[config.mk]
export PLATFORM = sky130hd
export DESIGN_NAME = pla_core
export DESIGN_NICKNAME = d
export VERILOG_FILES = /design/src/rtl/pla_pkg.sv /design/src/rtl/pla_fuse_store.sv /design/src/rtl/pla_and_plane.sv /design/src/rtl/pla_or_plane.sv /design/src/rtl/pla_core.sv
export SDC_FILE = /design/constraint.sdc
export NUM_CORES = 1
export LEC_CHECK = 0
export ABC_AREA = 1
export ABC_CLOCK_PERIOD_IN_PS = 2100
export BUFFER_PORTS_ARGS = -buffer_cell sky130_fd_sc_hd__buf_2
export CAP_MARGIN = 20
export CORE_ASPECT_RATIO = 0.8
export CORE_MARGIN = 2
export CORE_UTILIZATION = 62
export DETAILED_ROUTE_END_ITERATION = 7
export GPL_ROUTABILITY_DRIVEN = 0
export PLACE_DENSITY = 0.84
export SYNTH_ARGS = -nofsm -noshare
export SYNTH_HDL_FRONTEND = slang
export SYNTH_SLANG_ARGS = --single-unit
[constraint.sdc]
create_clock -name clk -period 2.1 [get_ports clk]
set_clock_uncertainty 0.15 [all_clocks]
set_input_delay 0.21 -clock clk [delete_from_list [all_inputs] [get_ports clk]]
set_output_delay 0.21 -clock clk [all_outputs]
set_load 0.02 [all_outputs]
[src/rtl/pla_pkg.sv]
package pla_pkg;

  typedef enum logic {
    PLANE_AND = 1'b0,
    PLANE_OR  = 1'b1
  } plane_e;

  // One literal slot: passes unless a connected literal is false.
  function automatic logic literal_pass(logic x, logic f_true, logic f_comp);
    return (~f_true | x) & (~f_comp | ~x);
  endfunction

  function automatic int max_int(int a, int b);
    return (a > b) ? a : b;
  endfunction

endpackage

[src/rtl/pla_fuse_store.sv]
module pla_fuse_store
  import pla_pkg::*;
#(
  parameter int N_IN   = 3,
  parameter int N_PROD = 4,
  parameter int N_OUT  = 2,
  parameter int AW     = 2,
  parameter int DW     = 6
) (
  input  logic                           clk,
  input  logic                           rst_n,
  input  logic                           we,
  input  logic                           sel,
  input  logic [AW-1:0]                  addr,
  input  logic [DW-1:0]                  wdata,
  output logic [N_PROD-1:0][2*N_IN-1:0]  and_fuse,
  output logic [N_OUT-1:0][N_PROD-1:0]   or_fuse,
  output logic [N_OUT-1:0]               pol,
  output logic [DW-1:0]                  rdata
);
  localparam int AND_W = 2 * N_IN;

  logic [N_PROD-1:0] and_hit;
  logic [N_OUT-1:0]  or_hit;

  for (genvar p = 0; p < N_PROD; p++) begin : g_and_dec
    assign and_hit[p] = we && (sel == PLANE_AND) && (addr == AW'(p));
  end
  for (genvar o = 0; o < N_OUT; o++) begin : g_or_dec
    assign or_hit[o] = we && (sel == PLANE_OR) && (addr == AW'(o));
  end

  for (genvar p = 0; p < N_PROD; p++) begin : g_and_row
    always_ff @(posedge clk or negedge rst_n) begin
      if (!rst_n)          and_fuse[p] <= '1;
      else if (and_hit[p]) and_fuse[p] <= wdata[AND_W-1:0];
    end
  end

  for (genvar o = 0; o < N_OUT; o++) begin : g_or_row
    always_ff @(posedge clk or negedge rst_n) begin
      if (!rst_n) begin
        or_fuse[o] <= '1;
        pol[o]     <= 1'b0;
      end else if (or_hit[o]) begin
        or_fuse[o] <= wdata[N_PROD-1:0];
        pol[o]     <= wdata[N_PROD];
      end
    end
  end

  always_comb begin
    rdata = '0;
    for (int p = 0; p < N_PROD; p++)
      if (sel == PLANE_AND && addr == AW'(p)) rdata = DW'(and_fuse[p]);
    for (int o = 0; o < N_OUT; o++)
      if (sel == PLANE_OR && addr == AW'(o)) rdata = DW'({pol[o], or_fuse[o]});
  end

  // Any write decode active at all
  logic any_hit;
  assign any_hit = (|and_hit) | (|or_hit);

  assert_and_write_R2: assert property (@(posedge clk) disable iff (!rst_n)
    (we && sel == PLANE_AND && addr == AW'(0)) |=> (and_fuse[0] == $past(wdata[AND_W-1:0])));

  assert_or_write_R3: assert property (@(posedge clk) disable iff (!rst_n)
    (we && sel == PLANE_OR && addr == AW'(0)) |=>
      ({pol[0], or_fuse[0]} == $past(wdata[N_PROD:0])));

  assert_no_write_hold_R10: assert property (@(posedge clk) disable iff (!rst_n)
    !we |=> ($stable(and_fuse) && $stable(or_fuse) && $stable(pol)));

  assert_range_ignore_R9: assert property (@(posedge clk) disable iff (!rst_n)
    (we && sel == PLANE_OR && !any_hit) |=> ($stable(or_fuse) && $stable(pol) && $stable(and_fuse)));

endmodule

[src/rtl/pla_and_plane.sv]
module pla_and_plane
  import pla_pkg::*;
#(
  parameter int N_IN   = 3,
  parameter int N_PROD = 4
) (
  input  logic                          clk,
  input  logic                          rst_n,
  input  logic [N_IN-1:0]               in_vec,
  input  logic [N_PROD-1:0][2*N_IN-1:0] and_fuse,
  output logic [N_PROD-1:0]             prod
);
  logic [N_PROD-1:0] conflict;
  logic [N_PROD-1:0] empty_row;

  for (genvar p = 0; p < N_PROD; p++) begin : g_prod
    logic [N_IN-1:0] lit_ok;
    logic [N_IN-1:0] both_in;
    for (genvar i = 0; i < N_IN; i++) begin : g_lit
      assign lit_ok[i]  = literal_pass(in_vec[i], and_fuse[p][2*i], and_fuse[p][2*i+1]);
      assign both_in[i] = and_fuse[p][2*i] & and_fuse[p][2*i+1];
    end
    assign prod[p]      = &lit_ok;
    assign conflict[p]  = |both_in;
    assign empty_row[p] = ~|and_fuse[p];

    assert_conflict_zero_R5: assert property (@(posedge clk) disable iff (!rst_n)
      conflict[p] |-> !prod[p]);
    assert_empty_one_R6: assert property (@(posedge clk) disable iff (!rst_n)
      empty_row[p] |-> prod[p]);
  end

endmodule

[src/rtl/pla_or_plane.sv]
module pla_or_plane #(
  parameter int N_PROD = 4,
  parameter int N_OUT  = 2
) (
  input  logic                        clk,
  input  logic                        rst_n,
  input  logic [N_PROD-1:0]           prod,
  input  logic [N_OUT-1:0][N_PROD-1:0] or_fuse,
  input  logic [N_OUT-1:0]            pol,
  output logic [N_OUT-1:0]            out_vec
);
  logic [N_OUT-1:0] or_sum;

  for (genvar o = 0; o < N_OUT; o++) begin : g_out
    assign or_sum[o]  = |(prod & or_fuse[o]);
    assign out_vec[o] = or_sum[o] ^ pol[o];

    assert_inv_empty_R8: assert property (@(posedge clk) disable iff (!rst_n)
      (pol[o] && ((prod & or_fuse[o]) == '0)) |-> out_vec[o]);
    assert_sum_hold_R7: assert property (@(posedge clk) disable iff (!rst_n)
      ($stable(prod) && $stable(or_fuse[o]) && $stable(pol[o])) |-> $stable(out_vec[o]));
  end

endmodule

[src/rtl/pla_core.sv]
module pla_core
  import pla_pkg::*;
#(
  parameter int N_IN   = 3,
  parameter int N_PROD = 4,
  parameter int N_OUT  = 2,
  localparam int AW    = $clog2(max_int(max_int(N_PROD, N_OUT), 2)),
  localparam int DW    = max_int(2 * N_IN, N_PROD + 1)
) (
  input  logic              clk,
  input  logic              rst_n,
  input  logic [N_IN-1:0]   pla_in,
  output logic [N_OUT-1:0]  pla_out,
  input  logic              cfg_we,
  input  logic              cfg_sel,
  input  logic [AW-1:0]     cfg_addr,
  input  logic [DW-1:0]     cfg_data,
  output logic [DW-1:0]     cfg_rdata
);
  logic [N_PROD-1:0][2*N_IN-1:0] and_fuse;
  logic [N_OUT-1:0][N_PROD-1:0]  or_fuse;
  logic [N_OUT-1:0]              pol;
  logic [N_PROD-1:0]             prod;

  pla_fuse_store #(
    .N_IN(N_IN), .N_PROD(N_PROD), .N_OUT(N_OUT), .AW(AW), .DW(DW)
  ) u_store (
    .clk(clk), .rst_n(rst_n), .we(cfg_we), .sel(cfg_sel), .addr(cfg_addr),
    .wdata(cfg_data), .and_fuse(and_fuse), .or_fuse(or_fuse), .pol(pol),
    .rdata(cfg_rdata)
  );

  pla_and_plane #(.N_IN(N_IN), .N_PROD(N_PROD)) u_and (
    .clk(clk), .rst_n(rst_n), .in_vec(pla_in), .and_fuse(and_fuse), .prod(prod)
  );

  pla_or_plane #(.N_PROD(N_PROD), .N_OUT(N_OUT)) u_or (
    .clk(clk), .rst_n(rst_n), .prod(prod), .or_fuse(or_fuse), .pol(pol),
    .out_vec(pla_out)
  );

  assert_reset_quiet_R1: assert property (@(posedge clk) disable iff (!rst_n)
    ($past(!rst_n) && !$past(cfg_we)) |-> (pla_out == '0));

endmodule

[Yosys cells after proc, flatten, opt, wreduce, memory -nomap -nowiden]
Index checks and enable logic that the tools add are counted.
Storage, ports and cells
  memory bits (read-only): 0
  memories: 0
  bits of input ports: 15
  latch bits: 0
  bits in writable memories: 0
  output and inout port bits: 8
  register bits: 34
Operators by class
  shifts and indexed selects: 0
  multiply operators: 0
  add/sub/neg operators: 0
  reductions and logical operators: 21
  equality and inequality tests: 3
  div/mod/pow operators: 0
  muxes and demuxes: 6
  bitwise operators: 68
  magnitude comparators: 0
Operators with widths (count)
  2-to-1 mux 6 bit: 6
  NOT 1 bit: 28
  bitwise OR 1 bit: 24
  logical AND 1 bit: 14
  bitwise AND 1 bit: 12
  AND reduction 3 bit: 4
  bitwise AND 4 bit: 2
  OR reduction 4 bit: 2
  equality test 2 bit, second input constant: 2
  equality test 2 x 1 -> 1 bit, second input constant: 1
  logical NOT 2 bit: 1
  bitwise XOR 1 bit: 2

[Longest topological paths before layout]
Gate-level depths: netlist of run 1.
  depth after elaboration: 8
  mapped depth: 9

[Hierarchy]
Synthesis of run 1 repeated with hierarchy kept, for this count alone.
Unflattened totals
  cells, all modules: 282
  area total of the unflattened synthesis: 1995.7 um2
By module, submodules not included
  pla_fuse_store: instances 1, area each 1672.9 um2, sequential area each 890.9 um2, cells each 198
  pla_and_plane: instances 1, area each 237.7 um2, sequential area each 0.0 um2, cells each 62
  pla_or_plane: instances 1, area each 85.1 um2, sequential area each 0.0 um2, cells each 22

[Worst setup path before layout of run 1]
No wires, ideal clock.
  kind: flip-flop to output port
  from: register u_store.and_fuse[8] (netlist bit)
  to: output port pla_out[0]
  required time: 1740 ps
  arrival time: 1148 ps
  slack: 592 ps
  cell stages (with the launch flop): 8
  path through: dfstp_2 > inv_1 > o21ai_0 > nor2_1 > nand3_1 > nand2_1 > o21ai_0 > nand2_1
Between the ends
  cells in the longest elaborated chain, start to end: 7
Ends and longest elaborated chain
  start, declared: line pla_fuse_store.sv:16  | output logic [N_PROD-1:0][2*N_IN-1:0] and_fuse,
  start signal, assigned by index: line pla_fuse_store.sv:36  | else if (and_hit[p]) and_fuse[p] <= wdata[AND_W-1:0];
  NOT 1 bit: line pla_pkg.sv:10  | return (~f_true | x) & (~f_comp | ~x);
  bitwise OR 1 bit: line pla_pkg.sv:10
  bitwise AND 1 bit: line pla_pkg.sv:10
  AND reduction 3 bit: line pla_and_plane.sv:23  | assign prod[p] = &lit_ok;
  bitwise AND 4 bit: line pla_or_plane.sv:15  | assign or_sum[o] = |(prod & or_fuse[o]);
  OR reduction 4 bit: line pla_or_plane.sv:15
  bitwise XOR 1 bit: line pla_or_plane.sv:16  | assign out_vec[o] = or_sum[o] ^ pol[o];
  end, declared: line pla_core.sv:13  | output logic [N_OUT-1:0] pla_out,
No other way between the ends.

[Worst setup path in the final report of run 1]
  from: register u_store.and_fuse[8] (netlist bit)
  to: output port pla_out[1]
Same word-level chain as after synthesis.

==> summary.log, run 1 <==
INFO  outcome        outcome=completed
INFO  cts            clock_path_buffers=2
INFO  timing         final_min_period_over_clock_period=0.9413
INFO  cts            cts-buffers-inserted=5
INFO  yosys          synth-main-ff-cell=dfstp_2
INFO  critical_path  arrival=1620ps
INFO  critical_path  r2r_slack=1180ps
INFO  cts            cts.sink_count=34
INFO  yosys          yosys_warnings=0
INFO  route          wl_met1=1.952mm
INFO  critical_path  crit-reg2reg-launch=u_store.or_fuse[4]
INFO  yosys          synth.cell_area=1927µm²
INFO  cells_and_area most-common-layout-cells=nand2_1 (87), dfstp_2 (32), buf_2 (22)
INFO  critical_path  critical_path.top_delay_family=flip-flops
INFO  place          io_buffer_count=22
INFO  hold_path      whs_endpoint=u_store.and_fuse[11]
INFO  timing         fmaxAchievable=505.9MHz
INFO  yosys          post_synth_inst_count=237
INFO  cts            clock_insertion_delay_worst_skew=290ps
INFO  critical_path  critical-path-max-stage-delay=540ps
INFO  die            core_footprint=3018µm²
INFO  cts            htree_num_levels=2
INFO  timing         slew_viol_final=0
INFO  cells_and_area final_design_area_no_fill=2142µm²
INFO  route          totalWireLength=4.261mm
INFO  route          ant_nets=0
INFO  timing         worst_slew_margin_relative_to_its_limit=0.5115
INFO  die            floorplan.rows=18
INFO  timing         hold_violations=0
INFO  critical_path  cp_slowest_cell=dfstp_2
INFO  power_and_ir_drop ir_worst_vdd=0.0005871V
INFO  place          place_ws=435.5ps
INFO  yosys          yosys.cell_types.count=24
INFO  cts            clk_pin_slew_worst_paths=70ps
INFO  timing         rsz_0062_raised_after_global_routing=false
INFO  cells_and_area combined_flip_flop_and_latch_cell_area=890.9µm²
INFO  critical_path  path_max_fanout=2
INFO  critical_path  reg2reg_to=u_store.or_fuse[4]
INFO  cts            cts.root.buffer_cell=clkbuf_8
INFO  run            drv.max_cap_violation_count=0
INFO  die            floorplan.die.width=66.33µm
INFO  place          post_dp_cell_area=2041µm²
INFO  hold_path      hold_path.class=in2reg
INFO  timing         setup_viol=0
INFO  critical_path  end_kind=primary output
INFO  critical_path  required=1740ps
INFO  cells_and_area fillers=245
INFO  route          route.detailed.vias_per_inst=5.294
INFO  timing         finalWorstSetupSlack=123.2ps
INFO  grt            grt_overflow_total=0
INFO  yosys          ys_seq_elements=34
INFO  route          num_vias=1604
INFO  grt            number_of_antenna_violations_at_the_first_check_in_global_routing=0
INFO  timing         finalHoldWorstSlack=65.77ps
INFO  die            fp.dieArea=3572µm²
INFO  grt            track_usage=0.2756
INFO  cells_and_area syn2layout_area_growth=11.17%
INFO  timing         worst_pin_slew=732.8ps
INFO  cells_and_area nNetsFinal=277
INFO  route          drt_pre_antenna_iters=4
INFO  yosys          synth_edf_count=0
INFO  grt            grt_first_pass_wirelength=7.003mm
INFO  die            io-pin-count=23
INFO  cells_and_area mostFrequentLayoutCell=nand2_1
INFO  power_and_ir_drop power.density=905.8nW/µm²
INFO  critical_path  rr_worst_depth=2
INFO  timing         fin_tns_setup=0ps
INFO  yosys          yosysSeqAreaShare=0.4623
INFO  cts            cts_tree=built
INFO  cells_and_area ant_cells=0
INFO  yosys          post_synth.cell_area_avg=8.130µm²
INFO  grt            grt_pass1_vias=1443
INFO  yosys          synth.net_count=252
INFO  route          detail_route.iter0.violations=101
INFO  critical_path  worst_setup_path_start_kind=flip-flop
INFO  route          remaining_drc_errors=0
INFO  yosys          ys_async_sr_fraction=1.000
INFO  cts            postCtsSetupRepairBufs=0
INFO  route          top_signal_layer_used=met4
INFO  route          routed_wire_length_per_instance=14.06µm
INFO  grt            pin_count_of_the_biggest_net_entering_global_routing=35
INFO  power_and_ir_drop p_leak=0.001005µW
INFO  hold_path      hold_path.startpoint=cfg_data[5]
INFO  route          route.met3.wl=297µm
INFO  critical_path  timing_worst_setup_path_type=reg2out
INFO  die            chipHeight=53.86µm
INFO  cells_and_area multi_input_area=914.6µm²
INFO  place          dpl.hpwl=3.191mm
INFO  die            initial_utilization=0.6385
INFO  critical_path  crit_chain=inv_1 > o21ai_0 > nor2_1 > nand3_1 > nand2_1 > o21ai_0 > nand2_1 > buf_2
INFO  critical_path  crit_buf_inv=2
INFO  cells_and_area final_layout_size_suffix_gt1_frac=0.3688
INFO  hold_path      worst_hold_path.num_cells=3
INFO  timing         fin_crit=1977ps
INFO  route          met2RoutedLength=1.954mm
metrics by stage:
step                std cells    util  power, µW
floorplan                 237       -       1293
global placement          294  0.6762       1427
detailed placement        294  0.6762       1446
CTS                       303  0.7098       1948
global route              303  0.7098       2057
finish                    303  0.7098       1940
timing repair:
item / in CTS / in global routing
hold endpoints to repair: 2 / 0
gates resized for setup: 0 / 3
setup endpoints to repair: 0 / 2
hold buffers: 1 / 0
report_power, final:
part           internal [µW]  switching [µW]
Sequential               866             106
Combinational            178             293
Clock                    264             233
Total                   1310             632
cells by family (layout without fill, tap and decap cells):
logic type | Yosys count | count (layout) | synth area share
AND/OR/NAND/NOR | 127 | 127 | 0.3026
AO/OA/AOI/OAI | 51 | 51 | 0.1721
flip-flops | 34 | 34 | 0.4623
buffers and inverters | 25 | 51 | 0.06298
worst register-to-register path, stage by stage (launching register included):
cell	delay [ps]
dfstp_2	560
nand2_1	50
o21ai_0	80
Yosys cell counts, types with 4 or more instances:
cell type,count,area (µm²)
dfstp_2,32,840.8
o21ai_2,18,157.7
a21oi_1,7,35.03
nand3_1,12,60.06
inv_1,16,60.06
inv_2,4,15.01
nand2_1,87,326.6
nor2_1,9,33.78
o21ai_1,8,40.04
o21ai_0,14,70.07
nand2_2,7,43.79
area by class of cell:
| class | count | share of cell area |
|---|---|---|
| clock buffer | 7 | 0.04030 |
| clock inverter | 1 | 0.002336 |
| inverter | 20 | 0.03505 |
| multi-input combinational | 178 | 0.4270 |
| sequential | 34 | 0.4159 |
| tap | 40 | 0.02336 |
| timing repair buffer | 23 | 0.05607 |
how the worst max path moves through the flow:
stage	start	depth (start not counted)	slack, ps	endpoint
floorplan	u_store.and_fuse[8]	7	590	pla_out[0]
global placement	u_store.and_fuse[8]	8	440	pla_out[0]
detailed placement	pla_in[2]	9	440	pla_out[0]
CTS	u_store.and_fuse[8]	8	110	pla_out[0]
global route	u_store.and_fuse[8]	8	6	pla_out[0]
finish	u_store.and_fuse[8]	8	120	pla_out[1]
metal layers:
| layer | track usage | vias up |
|---|---|---|
| met5 | 0 | - |
| met4 | 0.08163 | 0 |
| met3 | 0.07531 | 7 |
| met2 | 0.4350 | 50 |
| met1 | 0.3758 | 730 |
| li1 | - | 817 |
sequential cells by signal (all words and copies together) (netlist names):
register	count
u_store.and_fuse	24
u_store.pol	2
u_store.or_fuse	8
(Power assumes the default switching activity.)
==> run 2, diff against run 1 <==
--- a/config.mk
+++ b/config.mk
@@ -5,16 +5,15 @@
 export SDC_FILE = /design/constraint.sdc
 export NUM_CORES = 1
 export LEC_CHECK = 0
-export ABC_AREA = 1
 export ABC_CLOCK_PERIOD_IN_PS = 2100
 export BUFFER_PORTS_ARGS = -buffer_cell sky130_fd_sc_hd__buf_2
 export CAP_MARGIN = 20
 export CORE_ASPECT_RATIO = 0.8
 export CORE_MARGIN = 2
-export CORE_UTILIZATION = 62
+export CORE_UTILIZATION = 61
 export DETAILED_ROUTE_END_ITERATION = 7
 export GPL_ROUTABILITY_DRIVEN = 0
-export PLACE_DENSITY = 0.84
+export PLACE_DENSITY = 0.83
 export SYNTH_ARGS = -nofsm -noshare
 export SYNTH_HDL_FRONTEND = slang
 export SYNTH_SLANG_ARGS = --single-unit
==> summary.log, run 2 <==
INFO  outcome        outcome=completed
INFO  timing         hold_violations=0 [unchanged]
INFO  cts            clock_path_buffers=2 [unchanged]
INFO  yosys          synthTopCellsByCount=mux2_2 (34), dfstp_2 (32), mux2i_1 (17), nand4_1 (10), mux4_2 (6)
INFO  die            initial_utilization=0.6577 [+0.01920]
INFO  critical_path  timing_worst_setup_path_type=reg2out
INFO  cts            postCtsSetupRepairBufs=0 [unchanged]
INFO  yosys          synth.most_common_cell=mux2_2
INFO  cts            holdBufCountCts=1 [unchanged]
INFO  grt            grt_first_pass_wirelength=6.051mm [-14%]
INFO  yosys          yosys_warnings=0 [unchanged]
INFO  timing         worst_pin_slew=738.2ps [+5.443 ps]
INFO  timing         fin_tns_setup=0ps [unchanged]
INFO  critical_path  worst_setup_path_start_kind=flip-flop
INFO  cells_and_area layout.cells.non_filler=192 [-37%]
INFO  cts            cts.root.buffer_cell=clkbuf_8
INFO  grt            track_usage=0.2538 [-0.02181]
INFO  yosys          synth-main-ff-cell=dfstp_2
INFO  power_and_ir_drop ir_worst_vdd=0.0006435V [+9.6%]
INFO  yosys          yosys.cell_types.count=23 [-4.2%]
INFO  cells_and_area most-common-layout-cells=mux2_2 (34), dfstp_2 (32), buf_2 (22)
INFO  die            floorplan.die.width=65.75µm [-0.87%]
INFO  timing         finalWorstSetupSlack=205.0ps [+81.81 ps]
INFO  cells_and_area nNetsFinal=169 [-39%]
INFO  timing         fmaxAchievable=527.7MHz [+4.3%]
INFO  cells_and_area final_layout_size_suffix_gt1_frac=0.6883 [+0.3195]
INFO  yosys          ys_seq_elements=34 [unchanged]
INFO  cts            cts_tree=built
INFO  die            fp.dieArea=3510µm² [-1.7%]
INFO  yosys          synth.net_count=147 [-42%]
INFO  cells_and_area mostFrequentLayoutCell=mux2_2
INFO  yosys          post_synth.cell_area_avg=14.09µm² [+73%]
INFO  power_and_ir_drop p_leak=0.0008700µW [-13%]
INFO  route          routed_wire_length_per_instance=19.73µm [+40%]
INFO  grt            grt_overflow_total=0 [unchanged]
INFO  timing         final_min_period_over_clock_period=0.9024 [-0.03896]
INFO  place          dpl.hpwl=2.713mm [-15%]
INFO  route          num_vias=1192 [-26%]
INFO  critical_path  end_kind=primary output
INFO  route          detail_route.iter0.violations=56 [-45%]
INFO  route          totalWireLength=3.789mm [-11%]
INFO  yosys          synth_largest_area_cell=dfstp_2
INFO  yosys          synth.top_cells.by_area=dfstp_2 (45%), mux2_2 (21%), mux2i_1 (9.1%), mux4_2 (7.3%), nand4_1 (3.4%)
INFO  hold_path      hold_path.class=in2reg
INFO  cells_and_area postLayoutCoreUtil=0.7258 [+0.01600]
INFO  timing         slew_viol_final=0 [unchanged]
INFO  yosys          yosysTopAreaCellShare=0.4519 [+0.01555]
INFO  place          io_buffer_count=22 [unchanged]
INFO  critical_path  path_max_fanout=3 [+1]
INFO  die            io-pin-count=23 [unchanged]
INFO  yosys          ys_async_sr_fraction=1.000 [unchanged]
INFO  yosys          yosysSeqAreaShare=0.4788 [+0.01648]
INFO  route          drt_pre_antenna_iters=5 [+1]
INFO  place          place_ws=245.4ps [-190.2 ps]
INFO  yosys          synth_edf_count=0 [unchanged]
INFO  timing         rsz_0062_raised_after_global_routing=false
INFO  cts            clock_insertion_delay_worst_skew=290ps [about the same]
INFO  grt            grt_pass1_vias=1200 [-17%]
INFO  cells_and_area ant_cells=0 [unchanged]
INFO  cts            cts-buffers-inserted=5 [unchanged]
INFO  grt            pin_count_of_the_biggest_net_entering_global_routing=35 [unchanged]
INFO  place          placed_cells_incl_taps=184 [-37%]
INFO  yosys          synth.cell_area=1861µm² [-3.4%]
INFO  cells_and_area syn2layout_area_growth=10.36%
INFO  grt            number_of_antenna_violations_at_the_first_check_in_global_routing=0 [unchanged]
INFO  cts            ctsResizeCount=0 [unchanged]
INFO  timing         setup_viol=0 [unchanged]
INFO  cells_and_area largest_register_ffs=24 [unchanged]
INFO  cts            cts.sink_count=34 [unchanged]
INFO  route          remaining_drc_errors=0 [unchanged]
INFO  power_and_ir_drop power.density=981.3nW/µm² [+8.3%]
INFO  timing         worst_slew_margin_relative_to_its_limit=0.5079 [-0.003629]
INFO  die            core_footprint=2829µm² [-6.3%]
INFO  timing         fin_crit=1895ps [-81.81 ps]
INFO  critical_path  required=1740ps [about the same]
INFO  cts            clk_pin_slew_worst_paths=70ps [about the same]
INFO  die            floorplan.rows=17 [-1]
INFO  critical_path  arrival=1530ps [-90 ps]
INFO  yosys          post_synth_inst_count=132 [-44%]
INFO  run            drv.max_cap_violation_count=0 [unchanged]
INFO  route          ant_nets=0 [unchanged]
INFO  cells_and_area max_flop_register=u_store.and_fuse
INFO  die            chipHeight=53.40µm [-0.86%]
INFO  route          route.detailed.vias_per_inst=6.208 [+17%]
INFO  cells_and_area reg_top3=u_store.and_fuse (24), u_store.or_fuse (8), u_store.pol (2)
INFO  cts            htree_num_levels=2 [unchanged]
==> run 2: worst max-delay path, stage by stage (launching register included) <==
cell and delay (ps):
dfstp_2 540, mux2i_1 110, nand4_1 120, nand4_1 120, xor2_1 160, buf_2 190
==> run 2: cells by family (layout without fill, tap and decap cells) <==
logic type	Yosys count	count (layout)	share of synthesized area
and+or+nand+nor	21	21	0.08608
DFF	34	34	0.4788
xor gates and xnor gates	2	2	0.009417
buffers and inverters	13	35	0.03900
AOI/OAI and AO/OA	5	5	0.01681
muxes	57	57	0.3699
==> run 2: worst paths after layout <==
path,cells after the start,startpoint,to,slack [ps]
worst min register to register,1,u_store.pol[0],u_store.pol[0],430
worst max register to register,1,u_store.pol[1],u_store.pol[1],1150
worst min-delay path,2,cfg_data[5],u_store.and_fuse[11],40
min in group asynchronous,2,rst_n,u_store.pol[0],370
worst max-delay path,5,u_store.and_fuse[15],pla_out[0],210
max in group asynchronous,2,rst_n,u_store.pol[1],970
==> run 2: where the power goes <==
part	switching, µW	leakage, µW	internal (µW)
combinational	260	0.000466	276
clock	229	0.0000438	222
sequential	124	0.000360	904
total	613	0.000870	1400
==> run 2: routing by layer <==
layer / routed length, µm / GRT usage / vias to the layer above
li1: - / - / 540
met1: 1739 / 0.3398 / 612
met2: 1805 / 0.3670 / 32
met3: 171 / 0.09149 / 8
met4: 72 / 0.1181 / 0
met5: 0 / 0 / -
==> run 2: final cells by class <==
type	count	area, µm²
Multi-Input combinational cell	85	897.1
Clock buffer	5	68.82
Fill cell	201	775.7
Inverter	5	18.77
Tap cell	38	47.55
Sequential cell	34	890.9
Clock inverter	2	10.01
Timing Repair Buffer	23	120.1
==> run 2: stage by stage <==
stage | total power, µW | hold slack [ps] | instance area, µm²
after global routing | 2118 | 41.64 | 2053
after detailed placement | 1571 | 156.5 | 1964
after CTS | 2024 | 30.49 | 2053
final | 2015 | 38.67 | 2053
after floorplan | 1396 | -235.6 | 1861
after global placement | 1539 | 136.6 | 1964
